--- src/rtl/readout_pkg.sv ---
package readout_pkg;
  typedef enum logic [1:0] {
    ST_IDLE,
    ST_WAIT,
    ST_SEND,
    ST_DONE
  } rd_state_e;
endpackage

--- src/rtl/pri_enc.sv ---
module pri_enc #(
  parameter int N = 128,
  localparam int IDX_W = $clog2(N)
) (
  input  logic [N-1:0]     req_i,
  output logic             any_o,
  output logic [IDX_W-1:0] idx_o
);
  // lowest set bit wins
  always_comb begin
    any_o = 1'b0;
    idx_o = '0;
    for (int i = N - 1; i >= 0; i--) begin
      if (req_i[i]) begin
        any_o = 1'b1;
        idx_o = IDX_W'(i);
      end
    end
  end
endmodule

--- src/rtl/hit_tracker.sv ---
module hit_tracker #(
  parameter int N = 128,
  localparam int IDX_W = $clog2(N)
) (
  input  logic             clk_i,
  input  logic             rst_ni,
  input  logic [N-1:0]     hit_i,
  input  logic             latch_i,
  input  logic             take_i,
  output logic             any_o,
  output logic [IDX_W-1:0] idx_o
);
  logic [N-1:0] arm_q, scan_q, take_mask;

  generate
    for (genvar g = 0; g < N; g++) begin : g_mask
      assign take_mask[g] = take_i && (idx_o == IDX_W'(g));
    end
  endgenerate

  always_ff @(posedge clk_i or negedge rst_ni) begin
    if (!rst_ni) begin
      arm_q  <= '0;
      scan_q <= '0;
    end else if (latch_i) begin
      arm_q  <= '0;
      scan_q <= arm_q | hit_i;
    end else begin
      arm_q  <= arm_q | hit_i;
      scan_q <= scan_q & ~take_mask;
    end
  end

  pri_enc #(.N(N)) u_enc (
    .req_i(scan_q),
    .any_o(any_o),
    .idx_o(idx_o)
  );


  pick_pending_chk: assert property (@(posedge clk_i) disable iff (!rst_ni)
    any_o |-> scan_q[idx_o]);

  take_nonempty_chk: assert property (@(posedge clk_i) disable iff (!rst_ni)
    take_i |-> any_o);
endmodule

--- src/rtl/nib_shifter.sv ---
module nib_shifter #(
  parameter int WORD_W = 32,
  parameter int NIB_W = 4,
  localparam int NIBS = WORD_W / NIB_W,
  localparam int CNT_W = $clog2(NIBS)
) (
  input  logic              clk_i,
  input  logic              rst_ni,
  input  logic              load_i,
  input  logic [WORD_W-1:0] word_i,
  output logic [NIB_W-1:0]  nib_o,
  output logic              last_o
);
  logic [WORD_W-1:0] sh_q;
  logic [CNT_W-1:0]  cnt_q;

  always_ff @(posedge clk_i or negedge rst_ni) begin
    if (!rst_ni) begin
      sh_q  <= '0;
      cnt_q <= '0;
    end else if (load_i) begin
      sh_q  <= word_i;
      cnt_q <= '0;
    end else begin
      sh_q  <= sh_q << NIB_W;
      cnt_q <= cnt_q + 1'b1;
    end
  end

  assign nib_o  = sh_q[WORD_W-1 -: NIB_W];
  assign last_o = (cnt_q == CNT_W'(NIBS - 1));
endmodule

--- src/rtl/sparse_chain_readout.sv ---
module sparse_chain_readout
  import readout_pkg::*;
#(
  parameter int N_CH = 128,
  parameter int AMP_W = 12,
  parameter int WORD_W = 32,
  parameter int NIB_W = 4,
  localparam int IDX_W = $clog2(N_CH),
  localparam int TIME_W = WORD_W - IDX_W - AMP_W
) (
  input  logic              clk_i,
  input  logic              rst_ni,
  input  logic [N_CH-1:0]   hit_i,
  input  logic              start_i,
  output logic [IDX_W-1:0]  ch_sel_o,
  input  logic [AMP_W-1:0]  amp_i,
  input  logic [TIME_W-1:0] ptime_i,
  input  logic              token_i,
  output logic              token_o,
  input  logic [NIB_W-1:0]  chain_nib_i,
  input  logic              chain_vld_i,
  output logic [NIB_W-1:0]  nib_o,
  output logic              vld_o,
  output logic              busy_o
);
  rd_state_e st_q, st_d;
  logic any, last, latch, take, sending;
  logic [IDX_W-1:0]  idx;
  logic [NIB_W-1:0]  own_nib;
  logic [WORD_W-1:0] rec;

  assign latch = (st_q == ST_IDLE) && start_i;
  assign take  = any && (((st_q == ST_WAIT) && token_i) || ((st_q == ST_SEND) && last));

  hit_tracker #(.N(N_CH)) u_hits (
    .clk_i  (clk_i),
    .rst_ni (rst_ni),
    .hit_i  (hit_i),
    .latch_i(latch),
    .take_i (take),
    .any_o  (any),
    .idx_o  (idx)
  );

  assign rec = {idx, ptime_i, amp_i};

  nib_shifter #(.WORD_W(WORD_W), .NIB_W(NIB_W)) u_shift (
    .clk_i (clk_i),
    .rst_ni(rst_ni),
    .load_i(take),
    .word_i(rec),
    .nib_o (own_nib),
    .last_o(last)
  );

  always_comb begin
    st_d = st_q;
    unique case (st_q)
      ST_IDLE: if (start_i) st_d = ST_WAIT;
      ST_WAIT: if (token_i) st_d = any ? ST_SEND : ST_DONE;
      ST_SEND: if (last && !any) st_d = ST_DONE;
      ST_DONE: st_d = ST_IDLE;
      default: st_d = ST_IDLE;
    endcase
  end

  always_ff @(posedge clk_i or negedge rst_ni) begin
    if (!rst_ni) st_q <= ST_IDLE;
    else         st_q <= st_d;
  end

  assign sending  = (st_q == ST_SEND);
  assign ch_sel_o = idx;
  assign nib_o    = sending ? own_nib : chain_nib_i;
  assign vld_o    = sending | chain_vld_i;
  assign token_o  = (st_q == ST_DONE);
  assign busy_o   = (st_q != ST_IDLE);


  token_pulse_chk: assert property (@(posedge clk_i) disable iff (!rst_ni)
    token_o |=> !token_o);

  record_whole_chk: assert property (@(posedge clk_i) disable iff (!rst_ni)
    (sending && !last) |=> sending);

  hold_for_token_chk: assert property (@(posedge clk_i) disable iff (!rst_ni)
    ((st_q == ST_WAIT) && !token_i) |=> (st_q == ST_WAIT) && !vld_o == !chain_vld_i);
endmodule

--- config.mk ---
export PLATFORM = sky130hd
export DESIGN_NAME = sparse_chain_readout
export DESIGN_NICKNAME = d
export VERILOG_FILES = /design/src/rtl/readout_pkg.sv /design/src/rtl/pri_enc.sv /design/src/rtl/hit_tracker.sv /design/src/rtl/nib_shifter.sv /design/src/rtl/sparse_chain_readout.sv
export SDC_FILE = /design/constraint.sdc
export NUM_CORES = 1
export LEC_CHECK = 0
export BUFFER_PORTS_ARGS = -buffer_cell sky130_fd_sc_hd__buf_2
export CAP_MARGIN = 20
export CELL_PAD_IN_SITES_DETAIL_PLACEMENT = 1
export CELL_PAD_IN_SITES_GLOBAL_PLACEMENT = 2
export CORE_ASPECT_RATIO = 0.9
export CORE_UTILIZATION = 37
export DETAILED_ROUTE_END_ITERATION = 10
export PLACE_DENSITY = 0.91
export SLEW_MARGIN = 10
export SYNTH_ARGS = -nofsm -noshare
export SYNTH_HDL_FRONTEND = slang
export SYNTH_HIERARCHICAL = 1
export SYNTH_SLANG_ARGS = --single-unit
--- constraint.sdc ---
create_clock -name clk_i -period 3.9 [get_ports clk_i]
set_clock_uncertainty 0.15 [all_clocks]
set_input_delay 0.78 -clock clk_i [delete_from_list [all_inputs] [get_ports clk_i]]
set_output_delay 0.78 -clock clk_i [all_outputs]
set_load 0.01 [all_outputs]
# ---- Yosys cells after proc, flatten, opt, wreduce, memory -nomap -nowiden
# Index checks and enable logic that the tools add are counted.
# W data, S select, Z words.
dict set report totals {
  ff_bits 293
  latchBits 0
  ramBits 0
  romBits 0
  in_bits 162
  out_inout_bits 14
  word_cells 549
  memories 0
}
dict set report op_classes {
  n_addsub 1
  n_mul 0
  div 0
  order_cmp 0
  eq_ne 134
  n_shift 0
  n_mux 266
  bitwise_logic 4
  reduce_logical 139
}
# op n
set op_table {}
lappend op_table {{$mux W7} 128}
lappend op_table {{$eq A7 B7 Y1 const B} 64}
lappend op_table {{$mux W128} 2}
lappend op_table {{$eq A7 B6 Y1 const B} 32}
lappend op_table {{$logic_and A1 B1 Y1} 133}
lappend op_table {{$mux W1} 129}
lappend op_table {{$and A128 B128 Y128} 1}
lappend op_table {{$not A128 Y128} 1}
lappend op_table {{$or A128 B128 Y128} 1}
lappend op_table {{$eq A7 B5 Y1 const B} 16}
lappend op_table {{$eq A7 B4 Y1 const B} 8}
lappend op_table {{$mux W32} 1}
lappend op_table {{$eq A7 B3 Y1 const B} 4}
lappend op_table {{$eq A7 B2 Y1 const B} 2}
lappend op_table {{$pmux W2 S4} 1}
lappend op_table {{$eq A7 B1 Y1 const B} 1}
lappend op_table {{$logic_not A7 Y1} 1}
lappend op_table {{$mux W2} 3}
lappend op_table {{$eq A2 B2 Y1 const B} 2}
lappend op_table {{$mux W4} 1}
lappend op_table {{$ne A2 B2 Y1 const B} 2}
lappend op_table {{$add A3 B1 Y3 const B} 1}
lappend op_table {{$eq A3 B3 Y1 const B} 1}
lappend op_table {{$mux W3} 1}
lappend op_table {{8 further kinds} 8}

# ---- Longest topological paths before layout
dict set report logic_depth {
  ltp_word 133
  depth_mapped 12
  depth_no_buf 10
}

# ---- Modules after synthesis
# Netlist, hierarchy kept.
# mod instances cells_each area_each_um2 seq_area_each_um2
set by_module_without_submodules {}
lappend by_module_without_submodules {hit_tracker 1 866 9480.3 6406.1}
lappend by_module_without_submodules {pri_enc 1 301 1621.6 0.0}
lappend by_module_without_submodules {nib_shifter 1 80 1436.4 875.8}
lappend by_module_without_submodules {sparse_chain_readout 1 28 266.5 50.0}

# ---- Worst setup path before layout
# OpenSTA, ideal clock, no wires.
dict set report synth_path {
  path_kind {register -> register}
  start {register u_hits.scan_q[19]}
  end {register u_hits.scan_q[119]}
  setup_time_ns 0.139
  t_arrival_ns 3.171
  required_time_ns 3.611
  path_slack_ns 0.440
  path_stages_with_launch 10
  n_path_buf 1
  period_less_slack_ns 3.460
  path_cell_list {dfrtp_1 -> nor4_1 -> nand3_1 -> nor3b_1 -> nand2_1 -> nor3b_1 -> nand4_1 -> clkbuf_1 -> o311ai_0 -> o21ai_0}
}
dict set report synth_between {
  elab_chain_cells 25
  elab_cells_between_ends 46
  classes_between {eq/ne (1); mux (41); bitwise (2); reduce/logical (2)}
}
# element line
set synth_lines {}
lappend synth_lines {{from (decl)} hit_tracker.sv:13} ;# logic [N-1:0] arm_q, scan_q, take_mask;
lappend synth_lines {{from (signal assigned)} hit_tracker.sv:27} ;# scan_q <= arm_q | hit_i;
lappend synth_lines {{from (signal assigned)} hit_tracker.sv:30} ;# scan_q <= scan_q & ~take_mask;
lappend synth_lines {{$mux W7 (20 in a row)} pri_enc.sv:14} ;# if (req_i[i]) begin
lappend synth_lines {{net ch_sel_o[6]} sparse_chain_readout.sv:15} ;# output logic [IDX_W-1:0] ch_sel_o,
lappend synth_lines {{$eq A7 B7 Y1} hit_tracker.sv:17} ;# assign take_mask[g] = take_i && (idx_o == IDX_W'(g));
lappend synth_lines {{$logic_and A1 B1 Y1} hit_tracker.sv:17}
lappend synth_lines {{$not A128 Y128} hit_tracker.sv:30}
lappend synth_lines {{$and A128 B128 Y128} hit_tracker.sv:30}
lappend synth_lines {{$mux W128} hit_tracker.sv:25} ;# end else if (latch_i) begin
# The timed path passes the listed nets, and every way through them passes these cells.
# A chain may end at the register's enable or synchronous reset.

# ---- Worst setup path in the final report
dict set report layout_path {
  start {register u_hits.scan_q[108]}
  end {output ch_sel_o[0]}
}
dict set report layout_between {
  elab_chain_cells 109
}
# element line
set layout_lines {}
lappend layout_lines {{$mux W7 (109 in a row)} pri_enc.sv:14}
lappend layout_lines {{to (decl)} sparse_chain_readout.sv:15}
# No other way between the ends.

==> flow_metrics.tcl <==
set metrics [dict create \
    hold_class "in -> async" \
    drc 0 \
    yosysUniqueCellTypes 67 \
    final_common_cell "nor2_1" \
    stdcell_area_um2 15940 \
    fmax_ghz 0.2597 \
    dpl_cell_area_um2 14530 \
    htree_levels 2 \
    syn_to_final_growth_pct 24.48 \
    synthCells 1275 \
    setup_ws_ns 0.04979 \
    setup_tns_ns 0 \
    synth_flop_cell "dfrtp_1" \
    syn-num-nets 1444 \
    n_fill_cell 3862 \
    ant_nets 0 \
    dp_hpwl_um 29910 \
    final_layout_size_suffix_gt1_frac 0.2480 \
    required_ns 2.97 \
    dieArea_um2 35360 \
    dr.pass1.iters 5 \
    grt_first_pass_wirelength_um 66330 \
    grt_overflow 0 \
    setup_violations 0 \
    numPortBuffers 175 \
    leakage_nw 6.615 \
    synth.cell_area_um2 12800 \
    die_h_um 178.5 \
    synth_edf_count 0 \
    routed_via_density 5.563 \
    pre_cts_slack_ns 0.06362 \
    synthArstFlopShare 1.000 \
    routedWlPerCell_um 21.51 \
    path_max_fanout 5 \
    rr_startpoint "u_hits/scan_q[115]" \
    tightest_slew_ns 0.9622 \
    cts_made_buffers 34 \
    rows 64 \
    drt_iter0_drc 1060 \
    slew_headroom 0.3420 \
    maxCapViolCount 0 \
    outcome "completed" \
    clockRootBuffer "clkbuf_16" \
    worstSkewPairLatency_ns 0.52 \
    grt_use_total 0.2458 \
    report.final.slew_viol_count 0 \
    cellPowerDensity_nw_per_um2 767.3 \
    grt_pass1_vias 11422 \
    nets 1661 \
    antenna_cells 0 \
    clk_pin_slew_worst_paths_ns 0.06 \
    rr_worst_depth 11 \
    grt_max_degree 92 \
    yosys_register_bits 293 \
    yosysSeqAreaShare 0.5726 \
    start_kind "flip-flop" \
    die_w_um 198.1 \
    num_vias 11004 \
    yosys_warnings 6 \
    clockBufferDepth 3 \
    r2r_end "u_hits/scan_q[12]" \
    end_kind "primary output" \
    mostFrequentLayoutCells "nor2_1 (427), dfrtp_1 (293), buf_2 (173), a221oi_1 (97), buf_4 (66)" \
    r2r_slack_ns 0.14 \
    finalCritPeriodShare 0.9872 \
    peakVddDrop_mv 0.4043 \
    criticalPathCategory "reg -> out" \
    hold_viol 0 \
    min_period_ns 3.850 \
    gp_congestion 0.9260 \
    rsz0062_at_grt "yes" \
    critPathArrivalTime_ns 2.92 \
    drt_wl_total_um 42550 \
    pin_count 176 \
    start_util 0.3763 \
    core_um2 34030 \
    avgSynthCellArea_um2 10.04 \
    antenna_found_initial 1 \
    cts_tree "yes" \
    clock-sinks 293 \
]
-- how the worst max path moves through the flow --
stage	end	depth (start not counted)	from
after global routing	ch_sel_o[0]	9	u_hits/scan_q[60]
after CTS	ch_sel_o[0]	9	u_hits/scan_q[62]
after global placement	u_hits/scan_q[64]	7	u_hits/scan_q[35]
after detailed placement	u_hits/scan_q[46]	7	u_hits/scan_q[35]
after floorplan	u_hits/scan_q[119]	9	u_hits/scan_q[19]
final	ch_sel_o[0]	9	u_hits/scan_q[108]
-- flip-flops by register name (all words and copies together) (netlist names) --
signal         cells
st_q               2
u_hits/arm_q     128
u_hits/scan_q    128
u_shift/cnt_q      3
u_shift/sh_q      32
-- cells in the mapped netlist (3+ instances only) --
library cell  number  share of area
nor2_2             4         0.0020
o41ai_1            4         0.0027
clkbuf_1          38          0.011
nor3_2             3         0.0023
nand4_1            6         0.0029
nand3_1           14         0.0055
o21ai_0           43          0.017
nand2_1           28         0.0082
mux2_2             9         0.0079
nor2_1           432           0.13
buf_6              3         0.0026
nor3b_1            4         0.0023
a221oi_1          97          0.066
buf_2             12         0.0047
or3_1              3         0.0015
nor4_1            32          0.016
buf_1              7         0.0021
nor3_1            21         0.0082
nand2b_1           9         0.0044
inv_1             32         0.0094
nor2b_1            6         0.0029
o31ai_1           10         0.0059
ha_1               7         0.0068
buf_4              4         0.0023
a21oi_1           27          0.011
o211ai_1           7         0.0041
o21a_1             3         0.0018
o221ai_1           4         0.0027
a31oi_1            6         0.0029
o311ai_0          31          0.021
and2_1             4         0.0020
dfrtp_1          293           0.57
a2111oi_0          5         0.0034
mux2_4            23          0.027
-- kinds of logic (layout without fill, tap and decap cells) --
family,after synthesis,count (layout),share of synthesized area
adder cells (fa/ha/maj),7,7,0.006840
flip-flops,293,293,0.5726
AND/OR/NAND/NOR,584,584,0.1963
multiplexers,34,34,0.03664
buffers and inverters,99,340,0.03567
AO/OA/AOI/OAI,258,258,0.1519
-- area by class of cell --
cell class | count | area [um2] | share of cell area
Multi-Input combinational cell | 883 | 5202 | 0.3264
Sequential cell | 293 | 7332 | 0.4600
Timing Repair Buffer | 247 | 1506 | 0.09451
Clock inverter | 15 | 190.2 | 0.01193
Clock buffer | 45 | 1006 | 0.06311
Inverter | 33 | 123.9 | 0.007771
Tap cell | 462 | 578.1 | 0.03627
-- power by group --
part | leakage (nW) | internal (mW) | total, mW | switching [mW]
registers | 3.08 | 4.45 | 5.61 | 1.16
clock network | 0.590 | 2.09 | 3.37 | 1.28
logic | 2.95 | 1.37 | 3.25 | 1.88
-- metal layers --
layer,vias to the layer above,part of all wire,global-route usage
met5,-,0.00028,0
li1,4995,-,-
met1,5587,0.44,0.3405
met3,66,0.057,0.03763
met4,2,0.025,0.07687
met2,354,0.47,0.3961
-- metrics by stage --
| step | hold slack (ns) | total power, mW | utilization | cells |
|---|---|---|---|---|
| floorplan | 0.2589 | 7.468 | - | 1275 |
| global placement | 0.2722 | 8.454 | 0.4261 | 1911 |
| detailed placement | 0.2823 | 8.719 | 0.4269 | 1912 |
| CTS | 0.09866 | 12.22 | 0.4630 | 1972 |
| global route | 0.1275 | 13.00 | 0.4683 | 1978 |
| finish | 0.08756 | 12.23 | 0.4683 | 1978 |
-- worst max-delay path, cell delays in order, from the launching register on --
cell	delay (ns)
dfrtp_1	0.43
nor4_1	0.44
o21ai_0	0.19
o211ai_1	0.21
o221ai_1	0.20
a31oi_1	0.26
o211ai_1	0.15
a31oi_1	0.22
buf_4	0.17
buf_6	0.12
-- what timing repair did --
item / CTS / global route
setup buffers: 0 / 5
hold buffers: 0 / 0
endpoints found under the hold margin: 0 / 0
resized for setup: 6 / 28
pin swaps: 3 / 7
endpoints found under the setup margin: 6 / 22
Power figures use the tool's default switching activity.
